===== src/rtl/srx_pkg.sv =====
package srx_pkg;
  typedef enum logic [2:0] {
    S_HUNT,
    S_START,
    S_DATA,
    S_PAR,
    S_STOP
  } srx_state_e;

  localparam int OVS_RATE  = 16;  // ticks per bit
  localparam int START_MID = 8;   // start-bit recheck tick
  localparam int FIRST_MID = 24;  // first data-bit sample tick

  function automatic logic [3:0] word_len(input logic [1:0] sel);
    case (sel)
      2'd0:    word_len = 4'd7;
      2'd1:    word_len = 4'd8;
      default: word_len = 4'd9;
    endcase
  endfunction
endpackage


===== src/rtl/srx_tick_gen.sv =====
module srx_tick_gen #(
  parameter int DIV_W = 12
) (
  input  logic             clk,
  input  logic             rst_n,
  input  logic [DIV_W-1:0] divisor,
  output logic             tick
);
  localparam int CW = DIV_W + 1;

  logic [CW-1:0] cnt, cnt_n, lim;
  logic          tick_n;

  assign lim = {divisor, 1'b0} - CW'(1);

  always_comb begin
    if (cnt >= lim) begin
      cnt_n  = '0;
      tick_n = 1'b1;
    end else begin
      cnt_n  = cnt + CW'(1);
      tick_n = 1'b0;
    end
  end

  always_ff @(posedge clk or negedge rst_n) begin
    if (!rst_n) begin
      cnt  <= '0;
      tick <= 1'b0;
    end else begin
      cnt  <= cnt_n;
      tick <= tick_n;
    end
  end
endmodule


===== src/rtl/srx_line_sync.sv =====
module srx_line_sync (
  input  logic clk,
  input  logic rst_n,
  input  logic line_in,
  output logic line_s
);
  logic meta;

  always_ff @(posedge clk or negedge rst_n) begin
    if (!rst_n) begin
      meta   <= 1'b0;
      line_s <= 1'b0;
    end else begin
      meta   <= line_in;
      line_s <= meta;
    end
  end
endmodule


===== src/rtl/srx_frame.sv =====
module srx_frame
  import srx_pkg::*;
#(
  parameter int DATA_W = 9
) (
  input  logic              clk,
  input  logic              rst_n,
  input  logic              tick,
  input  logic              rxs,
  input  logic [3:0]        nbits,
  input  logic              par_en,
  input  logic              par_odd,
  input  logic              two_stop,
  output logic              done,
  output logic [DATA_W-1:0] word,
  output logic              perr,
  output logic              ferr
);
  localparam int CNT_W = $clog2(FIRST_MID);
  localparam int IDX_W = $clog2(DATA_W + 1);
  localparam logic [CNT_W-1:0] C_MID   = CNT_W'(START_MID - 1);
  localparam logic [CNT_W-1:0] C_FIRST = CNT_W'(FIRST_MID - 1);
  localparam logic [CNT_W-1:0] C_BIT   = CNT_W'(OVS_RATE - 1);

  srx_state_e        st, st_n;
  logic [CNT_W-1:0]  tcnt, tcnt_n;
  logic [IDX_W-1:0]  bidx, bidx_n;
  logic [DATA_W-1:0] word_n;
  logic              pacc, pacc_n, perr_n, ferr_n;
  logic              stop2, stop2_n, armed, armed_n, done_n;

  always_comb begin
    st_n    = st;
    tcnt_n  = tcnt;
    bidx_n  = bidx;
    word_n  = word;
    pacc_n  = pacc;
    perr_n  = perr;
    ferr_n  = ferr;
    stop2_n = stop2;
    armed_n = armed;
    done_n  = 1'b0;
    unique case (st)
      S_HUNT: begin
        if (rxs) armed_n = 1'b1;
        else if (armed) begin
          st_n    = S_START;
          tcnt_n  = '0;
          word_n  = '0;
          pacc_n  = 1'b0;
          perr_n  = 1'b0;
          ferr_n  = 1'b0;
          stop2_n = 1'b0;
          armed_n = 1'b0;
        end
      end
      S_START: if (tick) begin
        if (tcnt == C_FIRST) begin
          word_n[0] = rxs;
          pacc_n    = rxs;
          bidx_n    = IDX_W'(1);
          tcnt_n    = '0;
          st_n      = S_DATA;
        end else begin
          tcnt_n = tcnt + CNT_W'(1);
          if (tcnt == C_MID && rxs) st_n = S_HUNT;  // glitch, not a start
        end
      end
      S_DATA: if (tick) begin
        if (tcnt == C_BIT) begin
          word_n[bidx] = rxs;
          pacc_n       = pacc ^ rxs;
          tcnt_n       = '0;
          bidx_n       = bidx + IDX_W'(1);
          if (bidx == IDX_W'(nbits - 4'd1)) st_n = par_en ? S_PAR : S_STOP;
        end else tcnt_n = tcnt + CNT_W'(1);
      end
      S_PAR: if (tick) begin
        if (tcnt == C_BIT) begin
          perr_n = pacc ^ rxs ^ par_odd;
          tcnt_n = '0;
          st_n   = S_STOP;
        end else tcnt_n = tcnt + CNT_W'(1);
      end
      S_STOP: if (tick) begin
        if (tcnt == C_BIT) begin
          ferr_n = ferr | ~rxs;
          tcnt_n = '0;
          if (two_stop && !stop2) stop2_n = 1'b1;
          else begin
            done_n = 1'b1;
            st_n   = S_HUNT;
          end
        end else tcnt_n = tcnt + CNT_W'(1);
      end
      default: st_n = S_HUNT;
    endcase
  end

  always_ff @(posedge clk or negedge rst_n) begin
    if (!rst_n) begin
      st    <= S_HUNT;
      tcnt  <= '0;
      bidx  <= '0;
      word  <= '0;
      pacc  <= 1'b0;
      perr  <= 1'b0;
      ferr  <= 1'b0;
      stop2 <= 1'b0;
      armed <= 1'b0;
      done  <= 1'b0;
    end else begin
      st    <= st_n;
      tcnt  <= tcnt_n;
      bidx  <= bidx_n;
      word  <= word_n;
      pacc  <= pacc_n;
      perr  <= perr_n;
      ferr  <= ferr_n;
      stop2 <= stop2_n;
      armed <= armed_n;
      done  <= done_n;
    end
  end
endmodule


===== src/rtl/serial_rx_core.sv =====
module serial_rx_core
  import srx_pkg::*;
#(
  parameter int DIV_W  = 12,
  parameter int DATA_W = 9
) (
  input  logic              clk,
  input  logic              rst_n,
  input  logic [DIV_W-1:0]  divisor,
  input  logic [1:0]        word_sel,
  input  logic              par_en,
  input  logic              par_odd,
  input  logic              two_stop,
  input  logic              rx_line,
  input  logic              rd_ack,
  output logic [DATA_W-1:0] rx_data,
  output logic              rx_valid,
  output logic              parity_err,
  output logic              frame_err,
  output logic              overrun,
  output logic              line_idle
);
  localparam int IDLE_W = $clog2(OVS_RATE * (DATA_W + 4) + 1);

  logic [1:0]        rst_q;
  logic              rst_i_n;
  logic              tick, rxs, done, perr, ferr;
  logic [DATA_W-1:0] word;
  logic [3:0]        nbits, frame_bits;
  logic [IDLE_W-1:0] idle_cnt, idle_cnt_n, char_ticks;
  logic [DATA_W-1:0] data_n;
  logic              valid_n, pe_n, fe_n, full, full_n, ovr_n;

  // reset: asserted at once, released after two clocks
  always_ff @(posedge clk or negedge rst_n) begin
    if (!rst_n) rst_q <= 2'b00;
    else        rst_q <= {rst_q[0], 1'b1};
  end
  assign rst_i_n = rst_q[1];

  assign nbits = word_len(word_sel);

  srx_tick_gen #(.DIV_W(DIV_W)) u_tick (
    .clk(clk), .rst_n(rst_i_n), .divisor(divisor), .tick(tick)
  );

  srx_line_sync u_sync (
    .clk(clk), .rst_n(rst_i_n), .line_in(rx_line), .line_s(rxs)
  );

  srx_frame #(.DATA_W(DATA_W)) u_frame (
    .clk(clk), .rst_n(rst_i_n), .tick(tick), .rxs(rxs), .nbits(nbits),
    .par_en(par_en), .par_odd(par_odd), .two_stop(two_stop),
    .done(done), .word(word), .perr(perr), .ferr(ferr)
  );

  // idle detection: ticks of continuous high line against one character
  assign frame_bits = 4'd2 + nbits + {3'b000, par_en} + {3'b000, two_stop};
  assign char_ticks = IDLE_W'(frame_bits) * IDLE_W'(OVS_RATE);
  assign line_idle  = idle_cnt > char_ticks;

  always_comb begin
    if (!rxs)                          idle_cnt_n = '0;
    else if (tick && idle_cnt != '1)   idle_cnt_n = idle_cnt + IDLE_W'(1);
    else                               idle_cnt_n = idle_cnt;
  end

  // output holding stage with overrun protection
  always_comb begin
    data_n  = rx_data;
    valid_n = 1'b0;
    pe_n    = 1'b0;
    fe_n    = 1'b0;
    full_n  = full;
    ovr_n   = overrun;
    if (rd_ack) begin
      full_n = 1'b0;
      ovr_n  = 1'b0;
    end
    if (done) begin
      if (full && !rd_ack) ovr_n = 1'b1;
      else begin
        data_n  = word;
        valid_n = 1'b1;
        pe_n    = perr;
        fe_n    = ferr;
        full_n  = 1'b1;
      end
    end
  end

  always_ff @(posedge clk or negedge rst_i_n) begin
    if (!rst_i_n) begin
      idle_cnt   <= '0;
      rx_data    <= '0;
      rx_valid   <= 1'b0;
      parity_err <= 1'b0;
      frame_err  <= 1'b0;
      full       <= 1'b0;
      overrun    <= 1'b0;
    end else begin
      idle_cnt   <= idle_cnt_n;
      rx_data    <= data_n;
      rx_valid   <= valid_n;
      parity_err <= pe_n;
      frame_err  <= fe_n;
      full       <= full_n;
      overrun    <= ovr_n;
    end
  end
endmodule


===== config.mk =====
export PLATFORM = sky130hd
export DESIGN_NAME = serial_rx_core
export DESIGN_NICKNAME = d
export VERILOG_FILES = /design/src/rtl/srx_pkg.sv /design/src/rtl/srx_tick_gen.sv /design/src/rtl/srx_line_sync.sv /design/src/rtl/srx_frame.sv /design/src/rtl/serial_rx_core.sv
export SDC_FILE = /design/constraint.sdc
export NUM_CORES = 1
export LEC_CHECK = 0
export BUFFER_PORTS_ARGS = -buffer_cell sky130_fd_sc_hd__buf_2
export CAP_MARGIN = 0
export CORE_UTILIZATION = 54
export DETAILED_ROUTE_END_ITERATION = 10
export PLACE_DENSITY = 0.85
export SLEW_MARGIN = 20
export SYNTH_ARGS = -nofsm -noshare
export SYNTH_HDL_FRONTEND = slang
export SYNTH_SLANG_ARGS = --single-unit

===== constraint.sdc =====
create_clock -name clk -period 1.95 [get_ports clk]
set_input_delay 0.195 -clock clk [delete_from_list [all_inputs] [get_ports clk]]
set_output_delay 0.195 -clock clk [all_outputs]
set_load 0.02 [all_outputs]

==> flow_metrics.env <==
export IMPL_first_global_vias=3238
export IMPL_cp_cell_sequence="buf_6, or4_4, nor2_4, nand2_4, nor3_4, xnor2_1, ha_1, a21o_1, a21o_1, a21oi_1, o211ai_1, buf_4, nor2_1"
export IMPL_powerDensity_nw_per_um2=847
export IMPL_yosysWarnings=0
export IMPL_nets=534
export IMPL_num_rows=30
export IMPL_start_kind="input port"
export IMPL_n_antenna_cell=0
export IMPL_pin_count=35
export IMPL_start_util_pct=56.7
export IMPL_gp_congestion=0.966
export IMPL_synth_edf_count=0
export IMPL_finClkSkew_ns=0.00425
export IMPL_final_setup_tns_ns=-3.61
export IMPL_wl_per_cell_um=15.3
export IMPL_io_buffers=34
export IMPL_die_h_um=87.2
export IMPL_end_kind="flip-flop"
export IMPL_ys_flop_type="dfrtp_1"
export IMPL_required_ns=2.23
export IMPL_ys_types=51
export IMPL_cp_max_fo=7
export IMPL_cts_tree="done"
export IMPL_irDropWorstVdd_mv=0.430
export IMPL_ff2ff_setup_slack_ns=-0.03
export IMPL_grt_ovfl_total=0
export IMPL_final_period_utilization_pct=115
export IMPL_r2r_start="u_frame.tcnt[0]$_DFFE_PN0P_"
export IMPL_synthArstFlopShare_pct=100
export IMPL_fin_crit_ns=2.25
export IMPL_grt_pass1_wl_mm=14.7
export IMPL_synth_top_area_share_pct=42.8
export IMPL_numClockSinks=67
export IMPL_syn_inst=408
export IMPL_htreeDepth=3
export IMPL_drtPass1Iterations=5
export IMPL_vias_per_cell=5.67
export IMPL_cts_made_buffers=9
export IMPL_insertion_delay_ns=0.35
export IMPL_synth_most_common_cell="dfrtp_1"
export IMPL_synth_common_cells="dfrtp_1, nand2_1, nor2_1"
export IMPL_drcViolationCount=0
export IMPL_ys_seq_area_share_pct=42.8
export IMPL_rsz0062_at_grt="true"
export IMPL_syn_area_per_cell_um2=9.60
export IMPL_p_total_w=0.00417
export IMPL_drt_initial_drc_count=202
export IMPL_ant_nets=0
export IMPL_drive_gt1_share_pct=29.9
export IMPL_critical_path_class="input port to flip-flop"
export IMPL_post_synth_top_area_cell="dfrtp_1"
export IMPL_grt_max_degree=43
export IMPL_place_detailed_hpwl_mm=6.22
export IMPL_num_vias=3319
export IMPL_slew_viol_final=0
export IMPL_hp_class="input port to async pin"
export IMPL_layout_setup_ws_ns=-0.297
export IMPL_cts_clk_slew_worst_paths_ns=0.07
export IMPL_antenna_found_initial=0
export IMPL_violations="negative setup slack"
export IMPL_core_area_um2=6910
export IMPL_slew_headroom_pct=64.8
export IMPL_timing_critical_path_mode_cell="a21o_1"
export IMPL_r2r_cells=10
export IMPL_die_area_um2=7600
export IMPL_syn_area_um2=3920
export IMPL_synth_top_cells_by_area="dfrtp_1, ha_1, xor2_1, nand2_1, xnor2_1"
export IMPL_drv_cap=0
export IMPL_finalSetupViolCount=16
export IMPL_slowest_stage="or4_4"
export IMPL_p_leak_nw=2.44
export IMPL_cts_buffer_depth=2
export IMPL_cp_arrival_ns=2.53
export IMPL_ys_ff_latch=67
export IMPL_cp_slowest_stage_delay_ns=0.54
export IMPL_dieWidth_um=87.2
export IMPL_worst_pin_slew_ns=0.529
export IMPL_wirelength_mm=8.93
export IMPL_maxClockFrequency_mhz=445
export IMPL_root_buffer="clkbuf_8"
export IMPL_area_delta_synth_final_pct=25.9
export IMPL_gr_usage_all_layers_pct=25.1
export IMPL_regToRegEndpoint="u_frame.st[1]$_DFFE_PN0P_"
export IMPL_final_hold_viol_count=0
export IMPL_synth_fp_nets=458
export IMPL_status="complete, but fails checks"
-- layout make-up --
class | count | area, um2
Inverter | 26 | 100
Clock buffer | 9 | 124
Clock inverter | 7 | 68.8
Multi-Input combinational cell | 300 | 2260
Timing Repair Buffer | 80 | 573
Fill cell | 476 | 1980
Sequential cell | 67 | 1680
Tap cell | 96 | 120
-- through the flow --
| stage | cells | area, um2 | util (%) | hold slack [ns] | setup slack [ns] |
|---|---|---|---|---|---|
| after detailed placement | 562 | 4510 | 65.2 | -0.0172 | -0.667 |
| after global routing | 585 | 4930 | 71.4 | 0.141 | -0.410 |
| after CTS | 582 | 4820 | 69.8 | 0.00488 | -0.291 |
| after global placement | 562 | 4510 | 65.2 | -0.0181 | -0.499 |
| final | 585 | 4930 | 71.4 | 0.143 | -0.297 |
| after floorplan | 408 | 3990 | - | -0.101 | -0.406 |
-- kinds of logic after synthesis --
logic type	after synthesis	synth area share, %
fa+ha+maj	29	9.46
xor+xnor	30	6.71
other cells	1	0.0958
mux	12	3.39
compound gates	78	12.9
flops	67	42.8
simple gates	150	19.9
buf+inv	41	4.66
-- state kept, by name (all words and copies together) (netlist names), 2 cells and up --
| register | flops |
|---|---|
| u_frame.bidx | 4 |
| u_frame.tcnt | 5 |
| idle_cnt | 8 |
| u_frame.word | 9 |
| rx_data | 9 |
| u_frame.st | 3 |
| rst_q | 2 |
| u_tick.cnt | 13 |
-- timing repair --
item                                    CTS  global route
pin swaps                                 7            11
cloned                                    0             1
hold buffers                              2             1
endpoints found under the setup margin   16            30
buffers inserted                          2             1
endpoints found under the hold margin     3             1
gates resized for setup                  17            26
-- placed cells by master, fill, tap and decap left out, types with 9 or more instances in the layout --
cell,n
dfrtp_1,63
buf_4,41
nand2_1,34
buf_2,30
nor2_1,24
ha_1,24
inv_1,22
o21ai_0,21
xor2_1,16
a21o_1,15
xnor2_1,13
nand3_1,13
a21oi_1,12
nor3_1,9
mux2_2,9
clkbuf_8,9
-- per-layer routing --
layer	global-route usage, %	part of all wire [%]	up-vias
li1	-	-	1577
met1	30.0	42	1613
met2	43.2	52	105
met3	5.59	4.2	24
met4	11.5	2.3	0
met5	0	0	-
-- worst max-delay path, delay by kind of cell --
family          cells  cell delay (ns)
compound gates      4             0.61
xor+xnor            1             0.14
fa+ha+maj           1             0.27
buf+inv             2             0.29
simple gates        5             1.02
-- report_power, final --
part	switching, W	total (W)	leakage (nW)	internal [W]
Sequential	0.000203	0.00176	0.891	0.00156
Combinational	0.000655	0.00127	1.45	0.000614
Clock	0.000560	0.00114	0.0950	0.000584
-- worst max-delay path by stage --
stage | startpoint | to | slack [ns] | depth (start not counted)
5_1_grt | divisor[2] | u_tick.cnt[8]$_DFF_PN0_ | -0.41 | 13
4_1_cts | divisor[2] | u_tick.cnt[8]$_DFF_PN0_ | -0.29 | 13
3_3_place_gp | divisor[2] | u_tick.cnt[11]$_DFF_PN0_ | -0.50 | 13
6_report | divisor[2] | u_tick.cnt[6]$_DFF_PN0_ | -0.30 | 13
2_1_floorplan | divisor[2] | u_tick.cnt[10]$_DFF_PN0_ | -0.41 | 12
3_5_place_dp | divisor[2] | u_tick.cnt[11]$_DFF_PN0_ | -0.67 | 13
Power figures use the tool's default switching activity.
